===== config.mk =====
export PLATFORM = sky130hd
export DESIGN_NAME = wdt_top
export DESIGN_NICKNAME = d
export VERILOG_FILES = /design/src/rtl/wdt_pkg.sv /design/src/rtl/wdt_ctrl_reg.sv /design/src/rtl/wdt_expiry_pulse.sv /design/src/rtl/wdt_top.sv
export SDC_FILE = /design/constraint.sdc
export NUM_CORES = 1
export LEC_CHECK = 0
export BUFFER_PORTS_ARGS = -buffer_cell sky130_fd_sc_hd__buf_2
export CAP_MARGIN = 25
export CORE_MARGIN = 2
export CORE_UTILIZATION = 50
export CTS_CLUSTER_DIAMETER = 60
export CTS_CLUSTER_SIZE = 10
export DETAILED_ROUTE_END_ITERATION = 6
export PLACE_DENSITY = 0.9
export SETUP_SLACK_MARGIN = 0.4
export SLEW_MARGIN = 10
export SYNTH_ARGS = -nofsm -noshare
export SYNTH_HDL_FRONTEND = slang
export SYNTH_SLANG_ARGS = --single-unit

===== constraint.sdc =====
create_clock -name clk -period 3.6 [get_ports clk]
set_input_delay 0.18 -clock clk [delete_from_list [all_inputs] [get_ports clk]]
set_output_delay 0.18 -clock clk [all_outputs]
set_load 0.05 [all_outputs]

===== src/rtl/wdt_pkg.sv =====
package wdt_pkg;
  localparam int unsigned WDT_CNT_W_DEF   = 7;
  localparam int unsigned WDT_PULSE_DEF   = 4;

  typedef enum logic {
    PH_RUN   = 1'b0,
    PH_PULSE = 1'b1
  } wdt_phase_e;
endpackage


===== src/rtl/wdt_ctrl_reg.sv =====
module wdt_ctrl_reg #(
  parameter int unsigned CNT_W = 7
) (
  input  logic             clk,
  input  logic             rst_n,
  input  logic             hw_force,
  input  logic             tick,
  input  logic             wr_en,
  input  logic [CNT_W-1:0] wr_cnt,
  input  logic             wr_arm,
  input  logic             hold,
  input  logic             reload,
  input  logic             expire,
  output logic [CNT_W-1:0] cnt_q,
  output logic             arm_q,
  output logic             armed
);
  localparam logic [CNT_W-1:0] CNT_INIT = '1;

  assign armed = arm_q | hw_force;

  always_ff @(posedge clk or negedge rst_n) begin
    if (!rst_n) begin
      cnt_q <= CNT_INIT;
      arm_q <= 1'b0;
    end else if (reload) begin
      cnt_q <= CNT_INIT;
      arm_q <= 1'b0;
    end else if (hold || expire) begin
      cnt_q <= cnt_q;
      arm_q <= arm_q;
    end else if (wr_en) begin
      cnt_q <= wr_cnt;
      arm_q <= arm_q | wr_arm;
    end else if (tick && armed) begin
      cnt_q <= cnt_q - 1'b1;
    end
  end

  a_r3_tick_decrements: assert property (@(posedge clk) disable iff (!rst_n)
    (armed && tick && !wr_en && !hold && !expire) |=> (cnt_q == $past(cnt_q) - 1'b1));
  a_r4_idle_holds: assert property (@(posedge clk) disable iff (!rst_n)
    (!armed && !wr_en && !reload) |=> $stable(cnt_q));
  a_r6_arm_sticky: assert property (@(posedge clk) disable iff (!rst_n)
    (arm_q && !reload) |=> arm_q);
  a_r9_frozen_in_pulse: assert property (@(posedge clk) disable iff (!rst_n)
    (hold && !reload) |=> ($stable(cnt_q) && $stable(arm_q)));
endmodule


===== src/rtl/wdt_expiry_pulse.sv =====
module wdt_expiry_pulse
  import wdt_pkg::*;
#(
  parameter int unsigned PULSE_LEN = 4
) (
  input  logic clk,
  input  logic rst_n,
  input  logic expire,
  output logic active,
  output logic last
);
  localparam int unsigned PW = $clog2(PULSE_LEN + 1);
  localparam logic [PW-1:0] LEN_V = PW'(PULSE_LEN);

  logic [PW-1:0] left_q;
  wdt_phase_e    phase;

  assign phase  = (left_q != '0) ? PH_PULSE : PH_RUN;
  assign active = (phase == PH_PULSE);
  assign last   = (left_q == PW'(1));

  always_ff @(posedge clk or negedge rst_n) begin
    if (!rst_n)                    left_q <= '0;
    else if (active)               left_q <= left_q - 1'b1;
    else if (expire)               left_q <= LEN_V;
  end

  a_r7_expiry_starts_pulse: assert property (@(posedge clk) disable iff (!rst_n)
    (expire && !active) |=> active);
endmodule


===== src/rtl/wdt_top.sv =====
module wdt_top
  import wdt_pkg::*;
#(
  parameter int unsigned CNT_W     = WDT_CNT_W_DEF,
  parameter int unsigned PULSE_LEN = WDT_PULSE_DEF
) (
  input  logic             clk,
  input  logic             rst_n,
  input  logic             hw_force_i,
  input  logic             tick_i,
  input  logic             wr_en_i,
  input  logic [CNT_W:0]   wr_data_i,
  output logic [CNT_W:0]   rd_data_o,
  output logic             rst_req_o
);
  logic [CNT_W-1:0] cnt_q;
  logic             arm_q, armed, active, last, expire;

  assign expire = armed && (cnt_q == '0) && !active;

  wdt_ctrl_reg #(.CNT_W(CNT_W)) reg_i (
    .clk(clk), .rst_n(rst_n), .hw_force(hw_force_i), .tick(tick_i),
    .wr_en(wr_en_i), .wr_cnt(wr_data_i[CNT_W:1]), .wr_arm(wr_data_i[0]),
    .hold(active), .reload(last), .expire(expire),
    .cnt_q(cnt_q), .arm_q(arm_q), .armed(armed)
  );

  wdt_expiry_pulse #(.PULSE_LEN(PULSE_LEN)) pulse_i (
    .clk(clk), .rst_n(rst_n), .expire(expire), .active(active), .last(last)
  );

  assign rd_data_o = {cnt_q, armed};
  assign rst_req_o = active;

  a_r10_reinit_after_pulse: assert property (@(posedge clk) disable iff (!rst_n)
    $fell(rst_req_o) |-> (rd_data_o[CNT_W:1] == '1 && !arm_q));
  a_r7_zero_count_fires: assert property (@(posedge clk) disable iff (!rst_n)
    (armed && cnt_q == '0 && !rst_req_o) |=> rst_req_o);
endmodule


==> impl_results.md, run 1 <==
* Share of post-route cells with drive strength above 1 at 0.4158
* Clock Latency Late Sink at 280 ps
* Nature of the critical path startpoint: flop
* Number of buffers inserted during clock tree synthesis at 3
* Post-cts gate resize count at 0
* Total global-route track usage at 0.2245
* Number of buffers on the longest clock path at 2
* Peak supply drop at 0.3479 mV
* Initial antenna violation count at 0
* Drc violations at 0
* Number of DRC markers after the initial detailed-route iteration at 65
* Total of fill cells in the finished design at 115
* Unrepaired setup endpoints after global routing: false
* Cell accounting for the most synthesized area: dfstp_2
* Required @ worst endpoint at 3770 ps
* Number of global-route vias before repair at 654
* Arr. time, crit path at 2200 ps
* Mean area per synthesized cell at 9.129 sq um
* TritonCTS clock tree: yes
* Leakage Power at 0.3803 nW
* Fmax at 492.7 MHz
* Synthesized netlist net count at 96
* Root buffer selected by CTS: clkbuf_4
* Number of failing hold endpoints at the final stage at 0
* Final WL at 1.771 mm
* Critical Setup Path Class: flop to flop
* Count of input and output buffers at 21
* Post-route cell area at 864.6 sq um
* Area of the mapped netlist at 739.5 sq um
* Transition time at the pin with the least slew margin at 526.1 ps
* Site Rows at 13
* Number of sinks handled by clock tree synthesis at 11
* Number of nets in the finished design at 117
* Biggest area contributors in the synthesized netlist: dfstp_2 25%, dfrtp_1 14%, o32a_2 6.1%
* Power, Total at 572.8 uW
* Maximum net fanout on the critical path at 10
* Crit share post-route at 0.5638
* Detailed-route wire length per cell at 15.27 microns
* Reg2reg setup slack at 1570 ps
* Number of pins with negative max-slew slack in the final report at 0
* Final weighted congestion of routability-driven global placement at 0.8524
* Vias at 720
* Maximum number of pins on one net before global-route repair at 19
* Post-synth top area share at 0.2487
* IO Pins at 22
* Setup-failing EPs final at 0
* Count of state elements after synthesis at 11
* Cell variety after synth at 33
* Post-CTS Setup Inserts at 0
* Clock skew at 11.85 ps
* Final HPWL from detailed placement at 1.238 mm
* Minimum period implied by the final worst setup slack at 2030 ps
* Fraction of the yosys area taken by sequential cells at 0.3841
* Relative slew slack at 0.6492
* Count of mapped cells out of synthesis at 81
* Number of inserted diodes at 0
* Sum of negative setup slack at 0 ps
* Overflow left after global routing at 0
* First-pass GRT wire length at 2.987 mm
* Layout Utilization at 0.6482
* Initial Util at 0.5544
* Total cell area at the placement stage at 828.3 sq um
* Critical Path End Type: flop
* Hold buffer count at CTS at 1
* Total power density per cell area at 662.5 mW/mm^2
* Ranking of synthesized cells by instance count: 9 x nand2_1, 9 x nor2_1, 7 x dfstp_2, 6 x nor3_1
* Remaining antenna violation count after routing at 0
* Pre-antenna DRT Iters at 4
* Clk slew on worst S/H paths at 80 ps
* FFs w/ async S/R, synth at 1.000
* X dimension of the die at 42.46 microns
* Synth Warn # at 0
* Area of the die at 0.001802 sq mm
* Prevailing post-synth register cell: dfstp_2
* Area growth from synthesis to layout at 16.92%
* Worst min-delay path class: input pin to flop
* H-tree lvl count at 1
* Maxcap violations at 0
* EDFF count, synth at 0
* Y dimension of the die at 42.46 microns
* Core area at 0.001334 sq mm
* Outcome: finished clean
* Avg Vias per Cell at 6.207
==> cell families after synthesis <==
logic type,Yosys count,share of synthesized area
and+or+nand+nor,38,0.2877
AOI/OAI and AO/OA,18,0.1861
DFF,11,0.3841
buffers and inverters,9,0.06260
muxes,3,0.04568
adders and majority gates,2,0.03384
==> report_power, final <==
group	leakage [nW]	internal, mW	switching, mW	total, mW
combinational	0.241	0.0837	0.181	0.264
clock	0.0150	0.0430	0.0445	0.0875
sequential	0.124	0.172	0.0488	0.221
==> metal layers <==
metal	vias up	global-route usage	part of all wire
met5	-	0	0
met4	0	0.08750	0.0096
met1	319	0.2884	0.40
met3	5	0.07328	0.11
met2	59	0.3477	0.48
li1	337	-	-
==> registers in the layout, indices dropped and copies added (netlist names) <==
| signal | flops |
|---|---|
| pulse_i.left_q | 3 |
| reg_i.arm_q | 1 |
| reg_i.cnt_q | 7 |
==> final timing paths <==
check                                                   start                             to  cells past startpoint
worst max-delay path            pulse_i.left_q[0]$_DFFE_PN0P_     reg_i.cnt_q[0]$_DFFE_PN1P_                      4
worst min-delay path                             wr_data_i[1]     reg_i.cnt_q[0]$_DFFE_PN1P_                      3
worst max register to register  pulse_i.left_q[0]$_DFFE_PN0P_     reg_i.cnt_q[0]$_DFFE_PN1P_                      4
worst min register to register        reg_i.arm_q$_DFFE_PN0P_        reg_i.arm_q$_DFFE_PN0P_                      1
max in group asynchronous                               rst_n     reg_i.cnt_q[3]$_DFFE_PN1P_                      2
min in group asynchronous                               rst_n  pulse_i.left_q[1]$_DFFE_PN0P_                      2
==> worst max-delay path: stages (launching register included) <==
cell and delay [ps]:
dfrtp_1 440, or3_4 420, a41o_1 330, or2_0 380, o311ai_1 340
==> cell usage in the layout (no fill, tap or decap), types with 2 or more instances in the layout <==
cell and count:
nor3_1 6, nand2_1 9, dfrtp_1 4, nor2b_1 2, clkbuf_4 3, mux2_2 3
a21oi_1 4, buf_2 21, nor2_1 9, o32a_2 4, a41o_1 2, inv_1 3
nand4_1 2, dfstp_2 7, ha_1 2, o21ai_0 3
==> stage by stage <==
stage | instances | hold slack, ps | worst slack, ps
2_1_floorplan | 81 | -115.6 | 1577
3_3_place_gp | 111 | 57.79 | 1738
3_5_place_dp | 111 | 59.23 | 1638
4_1_cts | 116 | 220.3 | 1619
5_1_grt | 116 | 252.7 | 1472
6_report | 116 | 234.6 | 1570
==> area by class of cell <==
class                   instances  area, sq um  area share
well taps                      15        18.77     0.02171
repair buffers                 22        115.1      0.1331
inverters                       3        11.26     0.01302
flip-flops and latches         11        284.0      0.3285
clock buffers                   4        26.28     0.03039
multi-input cells              61        409.1      0.4732
Note: power is estimated with default switching activity, not from simulation.
==> inputs of run 2 (changes only) <==
- CORE_UTILIZATION: 50 -> 49
- PLACE_DENSITY: 0.9 -> 0.88
- clock period: 3.6 -> 2.07 ns (I/O delays scaled with it)
==> run 2 against run 1 <==
Net effect:
- non-clock buffer count is 12 higher
- hold slack lost 64 ps
- clock power up 65%
- sequential share of layout area is 5.1 points lower
- utilization is 5.5 points higher
- clock-buffer cell count stayed put
- critical path depth is the same
- routed wire length up 6.6%
- final cell count increased by 11%
- fmax rose by 19%
- die area increased by 1.8%
==> impl_results.md, run 2 (same netlist as run 1, synthesis figures left out) <==
* Maximum number of pins on one net before global-route repair at 19 (unchanged)
* Final-layout worst hold slack at 170.9 ps (was 234.6 ps)
* X dimension of the die at 42.85 microns (was 42.46 microns)
* Maximum net fanout on the critical path at 7 (was 10)
* Sum of negative setup slack at 0 ps (unchanged)
* Nature of the critical path startpoint: flop (unchanged)
* Max stage delay on crit path at 410 ps (was 440 ps)
* Unrepaired setup endpoints after global routing: true (was false)
* Area of the die at 0.001836 sq mm (was 0.001802 sq mm)
* Max FFs per register at 7 (unchanged)
* Number of global-route vias before repair at 653 (was 654)
* Top library cells by usage in the layout, fill and taps aside: 21 x buf_2, 12 x buf_4, 9 x nor2_1, 9 x nand2_1, 7 x dfstp_2 (was 21 x buf_2, 9 x nor2_1, 9 x nand2_1)
* Relative slew slack at 0.7352 (was 0.6492)
* Outcome: finished clean (unchanged)
* Maxcap violations at 0 (unchanged)
* Initial Util at 0.5086 (was 0.5544)
* Number of nets in the finished design at 129 (was 117)
* Avg Vias per Cell at 5.829 (was 6.207)
* Total power density per cell area at 1072 mW/mm^2 (was 662.5 mW/mm^2)
* Clk slew on worst S/H paths at 70 ps (was 80 ps)
* Drc violations at 0 (unchanged)
* Number of inserted diodes at 0 (unchanged)
* TritonCTS clock tree: yes (unchanged)
* Initial antenna violation count at 0 (unchanged)
* Core area at 0.001454 sq mm (was 0.001334 sq mm)
* Detailed-route wire length per cell at 14.64 microns (was 15.27 microns)
* Arr. time, crit path at 1890 ps (was 2200 ps)
* Layout Utilization at 0.7031 (was 0.6482)
* First-pass GRT wire length at 2.822 mm (was 2.987 mm)
* H-tree lvl count at 1 (unchanged)
* Number of pins with negative max-slew slack in the final report at 0 (unchanged)
* Largest registers: reg_i.cnt_q: 7 flops, pulse_i.left_q: 3 flops, reg_i.arm_q: 1 flops (unchanged)
* Site Rows at 14 (was 13)
* Final WL at 1.888 mm (was 1.771 mm)
* Required @ worst endpoint at 2260 ps (was 3770 ps)
* Number of DRC markers after the initial detailed-route iteration at 21 (was 65)
* Clock Latency Late Sink at 270 ps (was 280 ps)
* IO Pins at 22 (unchanged)
* Register ranked first by flip-flop count: reg_i.cnt_q (unchanged)
* Critical Setup Path Class: flop to flop (unchanged)
* Share of post-route cells with drive strength above 1 at 0.5575 (was 0.4158)
* Cell-by-cell listing of the critical path: or3_4, a41o_4, or3b_4, a41o_1 (was or3_4, a41o_1, or2_0, o311ai_1)
* Pre-antenna DRT Iters at 4 (unchanged)
* Overflow left after global routing at 0 (unchanged)
* Y dimension of the die at 42.85 microns (was 42.46 microns)
* Crit-path slowest cell: or3_4 (was dfrtp_1)
* Setup-failing EPs final at 0 (unchanged)
* Crit share post-route at 0.8215 (was 0.5638)
* Total global-route track usage at 0.2007 (was 0.2245)
* Final HPWL from detailed placement at 1.197 mm (was 1.238 mm)
* Vias at 752 (was 720)
* Total of fill cells in the finished design at 111 (was 115)
* Critical Path End Type: flop (unchanged)
* Root buffer selected by CTS: clkbuf_4 (unchanged)
* Fmax at 588.1 MHz (was 492.7 MHz)
* Count of input and output buffers at 21 (unchanged)
* Transition time at the pin with the least slew margin at 397.1 ps (was 526.1 ps)
* Number of buffers inserted during clock tree synthesis at 3 (unchanged)
* Peak supply drop at 0.5796 mV (was 0.3479 mV)
* Leakage Power at 0.4472 nW (was 0.3803 nW)
* Minimum period implied by the final worst setup slack at 1701 ps (was 2030 ps)
* Worst min-delay path class: input pin to flop (unchanged)
* Remaining antenna violation count after routing at 0 (unchanged)
* Most common cell after layout, fill and taps aside: buf_2 (unchanged)
* Number of sinks handled by clock tree synthesis at 11 (unchanged)
* Number of buffers on the longest clock path at 2 (unchanged)
* Final weighted congestion of routability-driven global placement at 0.7917 (was 0.8524)
* Number of failing hold endpoints at the final stage at 0 (unchanged)
* Power, Total at 1.096 mW (was 572.8 uW)
* Clock skew at 7.769 ps (was 11.85 ps)
* Area growth from synthesis to layout at 38.24% (was 16.92%)
## run 2: area by class of cell
cell class / count / area, sq um / area share
repair buffers: 34 / 205.2 / 0.2007
flip-flops and latches: 11 / 284.0 / 0.2778
well taps: 16 / 20.02 / 0.01958
multi-input cells: 61 / 475.5 / 0.4651
inverters: 3 / 11.26 / 0.01102
clock buffers: 4 / 26.28 / 0.02570
## run 2: path summary, 6_finish.rpt
check | start | depth (start not counted) | slack (ps) | end
max | pulse_i.left_q[2]$_DFFE_PN0P_ | 4 | 370 | reg_i.cnt_q[6]$_DFFE_PN1P_
min | wr_data_i[2] | 3 | 170 | reg_i.cnt_q[1]$_DFFE_PN1P_
max reg2reg | pulse_i.left_q[2]$_DFFE_PN0P_ | 4 | 370 | reg_i.cnt_q[6]$_DFFE_PN1P_
min reg2reg | reg_i.arm_q$_DFFE_PN0P_ | 1 | 500 | reg_i.arm_q$_DFFE_PN0P_
max in group asynchronous | rst_n | 2 | 1570 | reg_i.cnt_q[6]$_DFFE_PN1P_
min in group asynchronous | rst_n | 2 | 240 | pulse_i.left_q[0]$_DFFE_PN0P_
## run 2: what timing repair did
action                     CTS  global route
gates resized for setup      5             6
hold buffers                 1             0
setup endpoints to repair    7             7
pin swaps                    5             3
gates cloned                 0             0
hold endpoints to repair    11             0
buffers inserted             8             4
## run 2: power breakdown
group	internal, mW	leakage [nW]	switching (mW)
Clock	0.0745	0.0150	0.0698
Combinational	0.220	0.308	0.362
Sequential	0.299	0.124	0.0708
## run 2: metrics by stage
step / setup WS (ps) / instance area [sq um] / instances
after global placement: 265.1 / 842.1 / 112
after global routing: 338.0 / 1022 / 129
after detailed placement: 201.7 / 842.1 / 112
after floorplan: 175.9 / 752.0 / 81
after CTS: 390.9 / 954.7 / 125
final: 369.5 / 1022 / 129
## run 2: critical path, delay by kind of cell, from the launching register on
family,cells,cell delay [ps]
DFF,1,390
and+or+nand+nor,2,780
AOI/OAI and AO/OA,2,460
## run 2: routing by layer
metal / track usage / routed length, microns / share of wire
met5: 0 / 0 / 0
met4: 0.09375 / 21 / 0.011
met3: 0.01277 / 79 / 0.042
met2: 0.3152 / 970 / 0.51
met1: 0.2793 / 816 / 0.43
